File: src/rtl/radio_seq_pkg.sv
package radio_seq_pkg;
  typedef enum logic [1:0] {
    OP_NONE = 2'd0,
    OP_RX   = 2'd1,
    OP_TX   = 2'd2,
    OP_CHAN = 2'd3
  } op_e;

  typedef enum logic [1:0] {
    M_OFF = 2'd0,
    M_RX  = 2'd1,
    M_TX  = 2'd2
  } mode_e;
endpackage

File: src/rtl/ms_prescaler.sv
module ms_prescaler #(
  parameter int CLK_PER_MS = 1000
) (
  input  logic clk,
  input  logic rst_n,
  input  logic restart,
  output logic tick
);
  localparam int PW = (CLK_PER_MS > 1) ? $clog2(CLK_PER_MS) : 1;
  localparam logic [PW-1:0] LAST = PW'(CLK_PER_MS - 1);

  logic [PW-1:0] cnt_q;

  assign tick = (cnt_q == LAST);

  always_ff @(posedge clk) begin
    if (!rst_n || restart) cnt_q <= '0;
    else if (tick)         cnt_q <= '0;
    else                   cnt_q <= cnt_q + 1'b1;
  end
endmodule

File: src/rtl/settle_timer.sv
module settle_timer #(
  parameter int MS_W = 6
) (
  input  logic            clk,
  input  logic            rst_n,
  input  logic            start,
  input  logic            abort,
  input  logic [MS_W-1:0] load_ms,
  input  logic            tick,
  output logic            busy
);
  logic [MS_W-1:0] left_q;

  assign busy = (left_q != '0);

  always_ff @(posedge clk) begin
    if (!rst_n || abort)   left_q <= '0;
    else if (start)        left_q <= load_ms;
    else if (tick && busy) left_q <= left_q - 1'b1;
  end
endmodule

File: src/rtl/lock_sampler.sv
module lock_sampler #(
  parameter int MS_W = 6
) (
  input  logic            clk,
  input  logic            rst_n,
  input  logic            arm,
  input  logic            tick,
  input  logic [MS_W-1:0] check_ms,
  input  logic            lock_in,
  output logic            fault
);
  logic            armed_q;
  logic [MS_W-1:0] seen_q;

  always_ff @(posedge clk) begin
    if (!rst_n) begin
      armed_q <= 1'b0;
      seen_q  <= '0;
      fault   <= 1'b0;
    end else if (arm) begin
      armed_q <= 1'b1;
      seen_q  <= '0;
      fault   <= 1'b0;
    end else if (armed_q && tick) begin
      if (seen_q == check_ms - 1'b1) begin
        fault   <= !lock_in;
        armed_q <= 1'b0;
      end else begin
        seen_q <= seen_q + 1'b1;
      end
    end
  end
endmodule

File: src/rtl/radio_mode_seq.sv
module radio_mode_seq
  import radio_seq_pkg::*;
#(
  parameter int CLK_PER_MS = 1000,
  parameter int FIRST_MS   = 40,
  parameter int CHAN_MS    = 20,
  parameter int LOCK_MS    = 20,
  parameter int SWITCH_MS  = 5,
  parameter int PRE_MS     = 15,
  parameter int CHAN_W     = 7
) (
  input  logic              clk,
  input  logic              rst_n,
  input  logic              cmd_valid,
  output logic              cmd_ready,
  input  logic [1:0]        cmd_op,
  input  logic [CHAN_W-1:0] cmd_chan,
  input  logic              lock_in,
  output logic              pwr_en,
  output logic              txsel_n,
  output logic              rxsel_n,
  output logic              load_start,
  output logic [CHAN_W-1:0] load_chan,
  output logic              data_ready,
  output logic              lock_fault,
  output logic              preamble
);
  localparam int MAX_MS = (FIRST_MS > PRE_MS) ? FIRST_MS : PRE_MS;
  localparam int MS_W   = $clog2(MAX_MS + 1);

  mode_e             mode_q, mode_n;
  logic              pwr_q, chan_ok_q, first_done_q, load_q;
  logic [CHAN_W-1:0] load_chan_q;
  logic              pend_q;
  op_e               pend_op_q;
  logic [CHAN_W-1:0] pend_chan_q;

  logic            tick, busy, pre_busy;
  logic            exec, consume, start_t, do_load, enter_tx, leave_tx;
  logic [MS_W-1:0] wait_ms;

  assign exec = pend_q && !busy && pwr_q;

  always_comb begin
    mode_n   = mode_q;
    consume  = 1'b0;
    start_t  = 1'b0;
    do_load  = 1'b0;
    enter_tx = 1'b0;
    wait_ms  = MS_W'(SWITCH_MS);
    if (exec) begin
      unique case (pend_op_q)
        OP_RX: begin
          consume = 1'b1;
          if (mode_q != M_RX) begin
            mode_n  = M_RX;
            start_t = 1'b1;
          end
        end
        OP_TX: begin
          consume = 1'b1;
          if (mode_q != M_TX) begin
            mode_n   = M_TX;
            start_t  = 1'b1;
            enter_tx = 1'b1;
          end
        end
        OP_CHAN: begin
          if (mode_q != M_RX) begin
            mode_n = M_RX;
          end else begin
            consume = 1'b1;
            do_load = 1'b1;
            start_t = 1'b1;
            wait_ms = first_done_q ? MS_W'(CHAN_MS) : MS_W'(FIRST_MS);
          end
        end
        default: consume = 1'b1;
      endcase
    end
  end

  assign leave_tx = (mode_q == M_TX) && (mode_n != M_TX);

  always_ff @(posedge clk) begin
    if (!rst_n) begin
      mode_q       <= M_OFF;
      pwr_q        <= 1'b0;
      chan_ok_q    <= 1'b0;
      first_done_q <= 1'b0;
      load_q       <= 1'b0;
      load_chan_q  <= '0;
      pend_q       <= 1'b0;
      pend_op_q    <= OP_NONE;
      pend_chan_q  <= '0;
    end else begin
      pwr_q  <= 1'b1;
      mode_q <= mode_n;
      load_q <= do_load;
      if (do_load) begin
        load_chan_q  <= pend_chan_q;
        chan_ok_q    <= 1'b1;
        first_done_q <= 1'b1;
      end
      if (cmd_valid && cmd_ready) begin
        pend_q      <= 1'b1;
        pend_op_q   <= op_e'(cmd_op);
        pend_chan_q <= cmd_chan;
      end else if (consume) begin
        pend_q <= 1'b0;
      end
    end
  end

  ms_prescaler #(.CLK_PER_MS(CLK_PER_MS)) u_presc (
    .clk(clk), .rst_n(rst_n), .restart(start_t), .tick(tick)
  );

  settle_timer #(.MS_W(MS_W)) u_settle (
    .clk(clk), .rst_n(rst_n), .start(start_t), .abort(1'b0),
    .load_ms(wait_ms), .tick(tick), .busy(busy)
  );

  settle_timer #(.MS_W(MS_W)) u_pre (
    .clk(clk), .rst_n(rst_n), .start(enter_tx), .abort(leave_tx),
    .load_ms(MS_W'(PRE_MS)), .tick(tick), .busy(pre_busy)
  );

  lock_sampler #(.MS_W(MS_W)) u_lock (
    .clk(clk), .rst_n(rst_n), .arm(do_load), .tick(tick),
    .check_ms(MS_W'(LOCK_MS)), .lock_in(lock_in), .fault(lock_fault)
  );

  assign cmd_ready  = rst_n && !pend_q;
  assign pwr_en     = pwr_q;
  assign txsel_n    = (mode_q != M_TX);
  assign rxsel_n    = (mode_q != M_RX);
  assign load_start = load_q;
  assign load_chan  = load_chan_q;
  assign preamble   = pre_busy;
  assign data_ready = pwr_q && (mode_q != M_OFF) && chan_ok_q && !busy && !load_q;
endmodule

File: config.mk
export PLATFORM = sky130hd
export DESIGN_NAME = radio_mode_seq
export DESIGN_NICKNAME = d
export VERILOG_FILES = /design/src/rtl/radio_seq_pkg.sv /design/src/rtl/ms_prescaler.sv /design/src/rtl/settle_timer.sv /design/src/rtl/lock_sampler.sv /design/src/rtl/radio_mode_seq.sv
export SDC_FILE = /design/constraint.sdc
export NUM_CORES = 1
export LEC_CHECK = 0
export BUFFER_PORTS_ARGS = -buffer_cell sky130_fd_sc_hd__buf_4
export CORE_MARGIN = 2
export CORE_UTILIZATION = 54
export CTS_BUF_LIST = sky130_fd_sc_hd__clkbuf_4 sky130_fd_sc_hd__clkbuf_8
export DETAILED_ROUTE_END_ITERATION = 12
export GPL_ROUTABILITY_DRIVEN = 0
export HOLD_SLACK_MARGIN = 0.02
export PLACE_DENSITY_LB_ADDON = 0.15
export SYNTH_ARGS = -nofsm -noshare
export SYNTH_HDL_FRONTEND = slang
export SYNTH_SLANG_ARGS = --single-unit
File: constraint.sdc
create_clock -name clk -period 1.9 [get_ports clk]
set_clock_uncertainty 0.05 [all_clocks]
set_input_delay 0.38 -clock clk [delete_from_list [all_inputs] [get_ports clk]]
set_output_delay 0.38 -clock clk [all_outputs]
set_load 0.01 [all_outputs]
==> impl_metrics.ini, run 1 <==
[outcome]
status = finished, violations left
violations = negative setup slack

[power]
power.density_mw_per_mm2 = 677
max-vdd-ir-drop_mv = 0.454
total_power_mw = 2.01
p_leak_nw = 1.21

[clock_network]
clock-sinks = 52
root_buffer = clkbuf_8
clk_latency_ps = 300
ctsHoldBuffers = 0
htree_levels = 2
clockBufferDepth = 2
numCtsBuffers = 5
cts_tree = done
clk_pin_slew_ps = 90

[setup_path]
cp_num_buf_inv = 2
worstPathArrival_ps = 1530
cpPeakStageDelay_ps = 330
critPathRequiredTime_ps = 1470
path_class = reg -> out
slowest_stage = dfxtp_2
cp_max_fo = 3
crit_path_cell_trace = inv_2, ha_4, nor2b_4, and3_4, nor4bb_2, buf_4
critPathTopFamily = simple AND/OR/NAND/NOR gates
crit_path_end_kind = primary output
startpoint_type = flop

[timing]
setup_viol = 1
slew_viol_final = 0
worstMarginPinSlew_ps = 512
worst_slack_ps = -55.6
maxSlewHeadroom = 0.659
fmax_mhz = 511
period_minus_slack_ps = 1960
hold_viol = 0
period_share = 1.03
rsz0062_at_grt = true

[finish]
layout.cells.non_filler = 385
insertedDiodeCount = 0
area_delta_synth_final_pct = 25.5
final_nets = 350
final_core_util = 0.693
final_layout_size_suffix_gt1_frac = 0.279

[floorplanning]
rows = 24
die_w_um = 70.3
die_area_mm2 = 0.00494
die_h_um = 70.3
core_mm2 = 0.00429
num_io_pins = 28
start_util = 0.552

[routing]
wl_per_cell_um = 13.1
ant_nets = 0
dr.pass1.iters = 4
viasPerCell = 5.39
drc_errors = 0
vias = 2075
drt_iter0_markers = 126
routed_wl_um = 5060

[logic_synthesis]
yosys_register_bits = 52
yosysWarnings = 0
syn_nets = 297
syn_inst = 279
ys.flop_type = dfxtp_1
synth_top_area_frac = 0.439
yosys.area.top_type = dfxtp_1
ys_types = 50
synth.area.top_cells = dfxtp_1, nand2_1, nor2_1
netlist_area_mm2 = 0.00237
yosysSeqAreaShare = 0.439
synth_edf_count = 0
synthArstFlopShare = 0
syn_area_per_cell_um2 = 8.50

[global_route]
grt_overflow_total = 0
grt_pass1_vias = 1947
grt_pass1_wl_um = 8590
grt_usage = 0.214
grt_max_degree = 20
antenna_found_initial = 0

[placed_design]
io_buffers = 27
dp.cells = 372
dp_hpwl_um = 3510

[job]
drv_cap = 0

[worst_hold_path]
hold_class = in -> reg
-- tightest hold or removal path: stages --
cell     delay, ps
buf_4           70
nand2_1         30
o21ai_0         50
-- per-layer routing --
metal  up-vias  GRT usage  share of wire
li1       1065          -              -
met1       959      0.274           0.46
met2        44      0.363           0.49
met3         7     0.0447          0.034
met4         0     0.0641          0.015
met5         -          0              0
-- logic make-up after synthesis --
kind of cell,count (synthesis),synth area share
compound gates,52,0.146
xor+xnor,17,0.0628
fa+ha+maj,5,0.0264
buf+inv,24,0.0485
flops,52,0.439
mux,2,0.00897
simple gates,127,0.268
-- registers in the layout (all words and copies together) (netlist names) --
name             count
pend_q               1
load_chan            7
pend_op_q            2
u_settle.left_q      6
mode_q               2
pwr_en               1
pend_chan_q          7
u_lock.armed_q       1
load_start           1
u_presc.cnt_q       10
u_lock.fault         1
first_done_q         1
u_lock.seen_q        6
u_pre.left_q         6
-- layout by cell type (no fill, tap or decap), types with 3 or more instances in the layout --
master,Yosys,layout
dfxtp_2,0,3
buf_4,2,55
and2_1,4,3
a21oi_1,17,16
dfxtp_1,52,49
xnor2_1,12,12
nand4_1,4,4
xor2_1,5,5
a22o_1,3,3
a31oi_1,3,3
nor2_1,32,31
and3_1,7,5
inv_1,13,11
o21ai_0,14,14
nand3_1,11,10
clkbuf_8,0,6
nand2_1,45,45
nor3_1,3,3
inv_2,1,3
-- stage by stage --
stage	setup TNS (ps)	setup WS, ps	area, um2	hold WS, ps
3_3_place_gp	0	19.1	2760	388
6_report	-55.6	-55.6	2980	214
4_1_cts	-93.2	-60.1	2930	214
5_1_grt	-181	-141	2980	207
3_5_place_dp	-234	-59.3	2760	395
2_1_floorplan	0	15.2	2370	358
-- power by group --
part / internal (mW) / total (mW) / switching [mW]
clock: 0.311 / 0.666 / 0.355
combinational: 0.101 / 0.200 / 0.0990
sequential: 1.12 / 1.15 / 0.0283
-- layout make-up --
| type | count | area (um2) |
|---|---|---|
| Clock buffer | 7 | 90.1 |
| Multi-Input combinational cell | 203 | 1290 |
| Fill cell | 368 | 1320 |
| Clock inverter | 1 | 7.51 |
| Sequential cell | 52 | 1040 |
| Timing Repair Buffer | 56 | 424 |
| Tap cell | 52 | 65.1 |
| Inverter | 14 | 52.6 |
-- synthesized netlist by cell type, types with 3 or more instances --
library cell	count
nor3b_1	3
o21ai_0	14
xnor2_1	12
inv_1	13
nor2_1	32
a31oi_1	3
and4_1	3
a22o_1	3
clkbuf_1	4
ha_1	5
nand4_1	4
a21oi_1	17
nand3_1	11
xor2_1	5
nand2_1	45
dfxtp_1	52
nor3_1	3
and3_1	7
and2_1	4
-- repair_timing --
action / in CTS / in global routing
gates cloned: 0 / 0
gates resized for setup: 10 / 15
pin swaps: 3 / 1
setup endpoints to repair: 17 / 28
buffers inserted: 5 / 0
-- worst paths after layout --
kind	start	to	slack (ps)	depth (start not counted)
worst max register to register	u_settle.left_q[1]$_SDFFE_PN0P_	u_settle.left_q[4]$_SDFFE_PN0P_	20	9
worst min register to register	load_chan[1]$_SDFFE_PN0P_	load_chan[1]$_SDFFE_PN0P_	410	2
worst min-delay path	cmd_chan[1]	pend_chan_q[1]$_SDFFE_PN0P_	210	3
worst max-delay path	u_settle.left_q[1]$_SDFFE_PN0P_	data_ready	-60	6
(Power assumes the default switching activity.)
==> inputs of run 2 (changes only) <==
Settings changed: CORE_UTILIZATION 54 to 45, GPL_TIMING_DRIVEN set to 0.
==> impl_metrics.ini, run 2 (synthesized netlist as in run 1, its figures left out) <==
[outcome]
status = finished, violations left
violations = negative setup slack

[worst_hold_path]
hold_depth = 1
hold_class = in -> reg
hold_start = rst_n

[floorplanning]
die_area_mm2 = 0.00587
die_w_um = 76.6
rows = 26
num_io_pins = 28
start_util = 0.464
die_h_um = 76.6
core_mm2 = 0.00511

[setup_path]
slowest_stage = dfxtp_2
crit_path_cell_trace = inv_2, ha_4, nor2b_4, and3_4, nor4bb_4, buf_4
crit_start = u_settle.left_q[0]$_SDFFE_PN0P_
reg2reg_from = u_settle.left_q[0]$_SDFFE_PN0P_
r2r_cells = 10
startpoint_type = flop
crit_path_end_kind = primary output
crit_end = data_ready
r2r-end = u_settle.left_q[3]$_SDFFE_PN0P_
critPathRequiredTime_ps = 1470
regToRegSetupSlack_ps = 20
cp_max_fo = 4
worstPathArrival_ps = 1540
cpPeakStageDelay_ps = 340
path_class = reg -> out

[power]
max-vdd-ir-drop_mv = 0.380
p_seq_frac = 0.566
swShare = 0.235
clock_power_share = 0.329
p_leak_nw = 1.17
p_int_mw = 1.55
combPwrFrac = 0.104
total_power_mw = 2.02
power.density_mw_per_mm2 = 682
p_sw_mw = 0.475

[timing]
rsz0062_at_grt = true
maxSlewHeadroom = 0.642
fmax_mhz = 508
worstMarginPinSlew_ps = 532
worst_slack_ps = -69.7
slew_viol_final = 0
hold_viol = 0
period_share = 1.04
setup_viol = 1
fin_setup_tns_ps = -69.7
period_minus_slack_ps = 1970

[global_route]
grt_max_degree = 15
grt_overflow_total = 0
antenna_found_initial = 0
grt_pass1_wl_um = 8730
grt_pass1_vias = 1949
grt_usage = 0.181

[placed_design]
dp_hpwl_um = 3340
dp.cells = 376
io_buffers = 27

[clock_network]
clock-sinks = 52
root_buffer = clkbuf_8
cts_tree = done
clk_pin_slew_ps = 90
numCtsBuffers = 5
clockBufferDepth = 2
clk_latency_ps = 300
htree_levels = 2

[routing]
dr.pass1.iters = 4
drc_errors = 0
wl_per_cell_um = 12.9
viasPerCell = 5.21
ant_nets = 0
drt_iter0_markers = 124
vias = 2054
routed_wl_um = 5070

[finish]
regMostFlops = u_presc.cnt_q
final_layout_size_suffix_gt1_frac = 0.269
n_fill_cell = 492
most-common-layout-cells = dfxtp_1, nand2_1, buf_4
final_core_util = 0.580
final_nets = 341
layout_commonest_cell = dfxtp_1
layout.cells.non_filler = 394
area_delta_synth_final_pct = 25.0
largest_reg_flops = 10
insertedDiodeCount = 0

[job]
drv_cap = 0
[run 2: area by class of cell]
cell class,instances,area [um2],area share
clock buffers,8,97.6,0.0329
well taps,70,87.6,0.0295
inverters,14,52.6,0.0177
multi-input cells,203,1330,0.450
flip-flops and latches,52,1050,0.353
repair buffers,39,290,0.0979
plain buffers,8,56.3,0.0190
[run 2: worst min path at each step]
stage / endpoint / slack (ps)
detailed placement: u_presc.cnt_q[0]$_SDFF_PP0_ / 390
global placement: u_presc.cnt_q[0]$_SDFF_PP0_ / 380
finish: pwr_en$_DFF_P_ / 130
floorplan: pwr_en$_DFF_P_ / 360
CTS: pwr_en$_DFF_P_ / 130
global route: pwr_en$_DFF_P_ / 120
[run 2: power groups by stage]
| stage | logic, mW | registers, mW | clock network [mW] |
|---|---|---|---|
| 2_1_floorplan | 0.118 | 1.16 | 0 |
| 3_3_place_gp | 0.170 | 1.17 | 0 |
| 3_5_place_dp | 0.172 | 1.17 | 0 |
| 4_1_cts | 0.189 | 1.14 | 0.693 |
| 5_1_grt | 0.234 | 1.15 | 0.734 |
| 6_report | 0.211 | 1.15 | 0.666 |
[run 2: per-stage QoR]
step	instance area [um2]	hold slack, ps	setup WS [ps]
2_1_floorplan	2370	358	15.2
3_3_place_gp	2660	381	-300
3_5_place_dp	2660	393	-304
4_1_cts	2850	125	-112
5_1_grt	2960	122	-167
6_report	2960	134	-69.7
[run 2: repair_timing]
action / CTS / global route
gates cloned: 0 / 1
resized for setup: 14 / 22
pin swaps: 1 / 4
setup endpoints to repair: 28 / 36
hold buffers: 0 / 0
setup buffers: 7 / 4
[run 2: worst max-delay path, delay by kind of cell, from the launching register on]
family / cells / cell delay, ps
adder cells (fa/ha/maj): 1 / 120
buffers and inverters: 2 / 220
flip-flops: 1 / 340
AND/OR/NAND/NOR: 3 / 550
[run 2: metal layers]
| layer | vias to the layer above | track usage | wire [um] |
|---|---|---|---|
| met4 | 0 | 0.0618 | 59 |
| met1 | 959 | 0.242 | 2480 |
| met5 | - | 0 | 0 |
| met3 | 7 | 0.0391 | 166 |
| li1 | 1055 | - | - |
| met2 | 33 | 0.290 | 2360 |
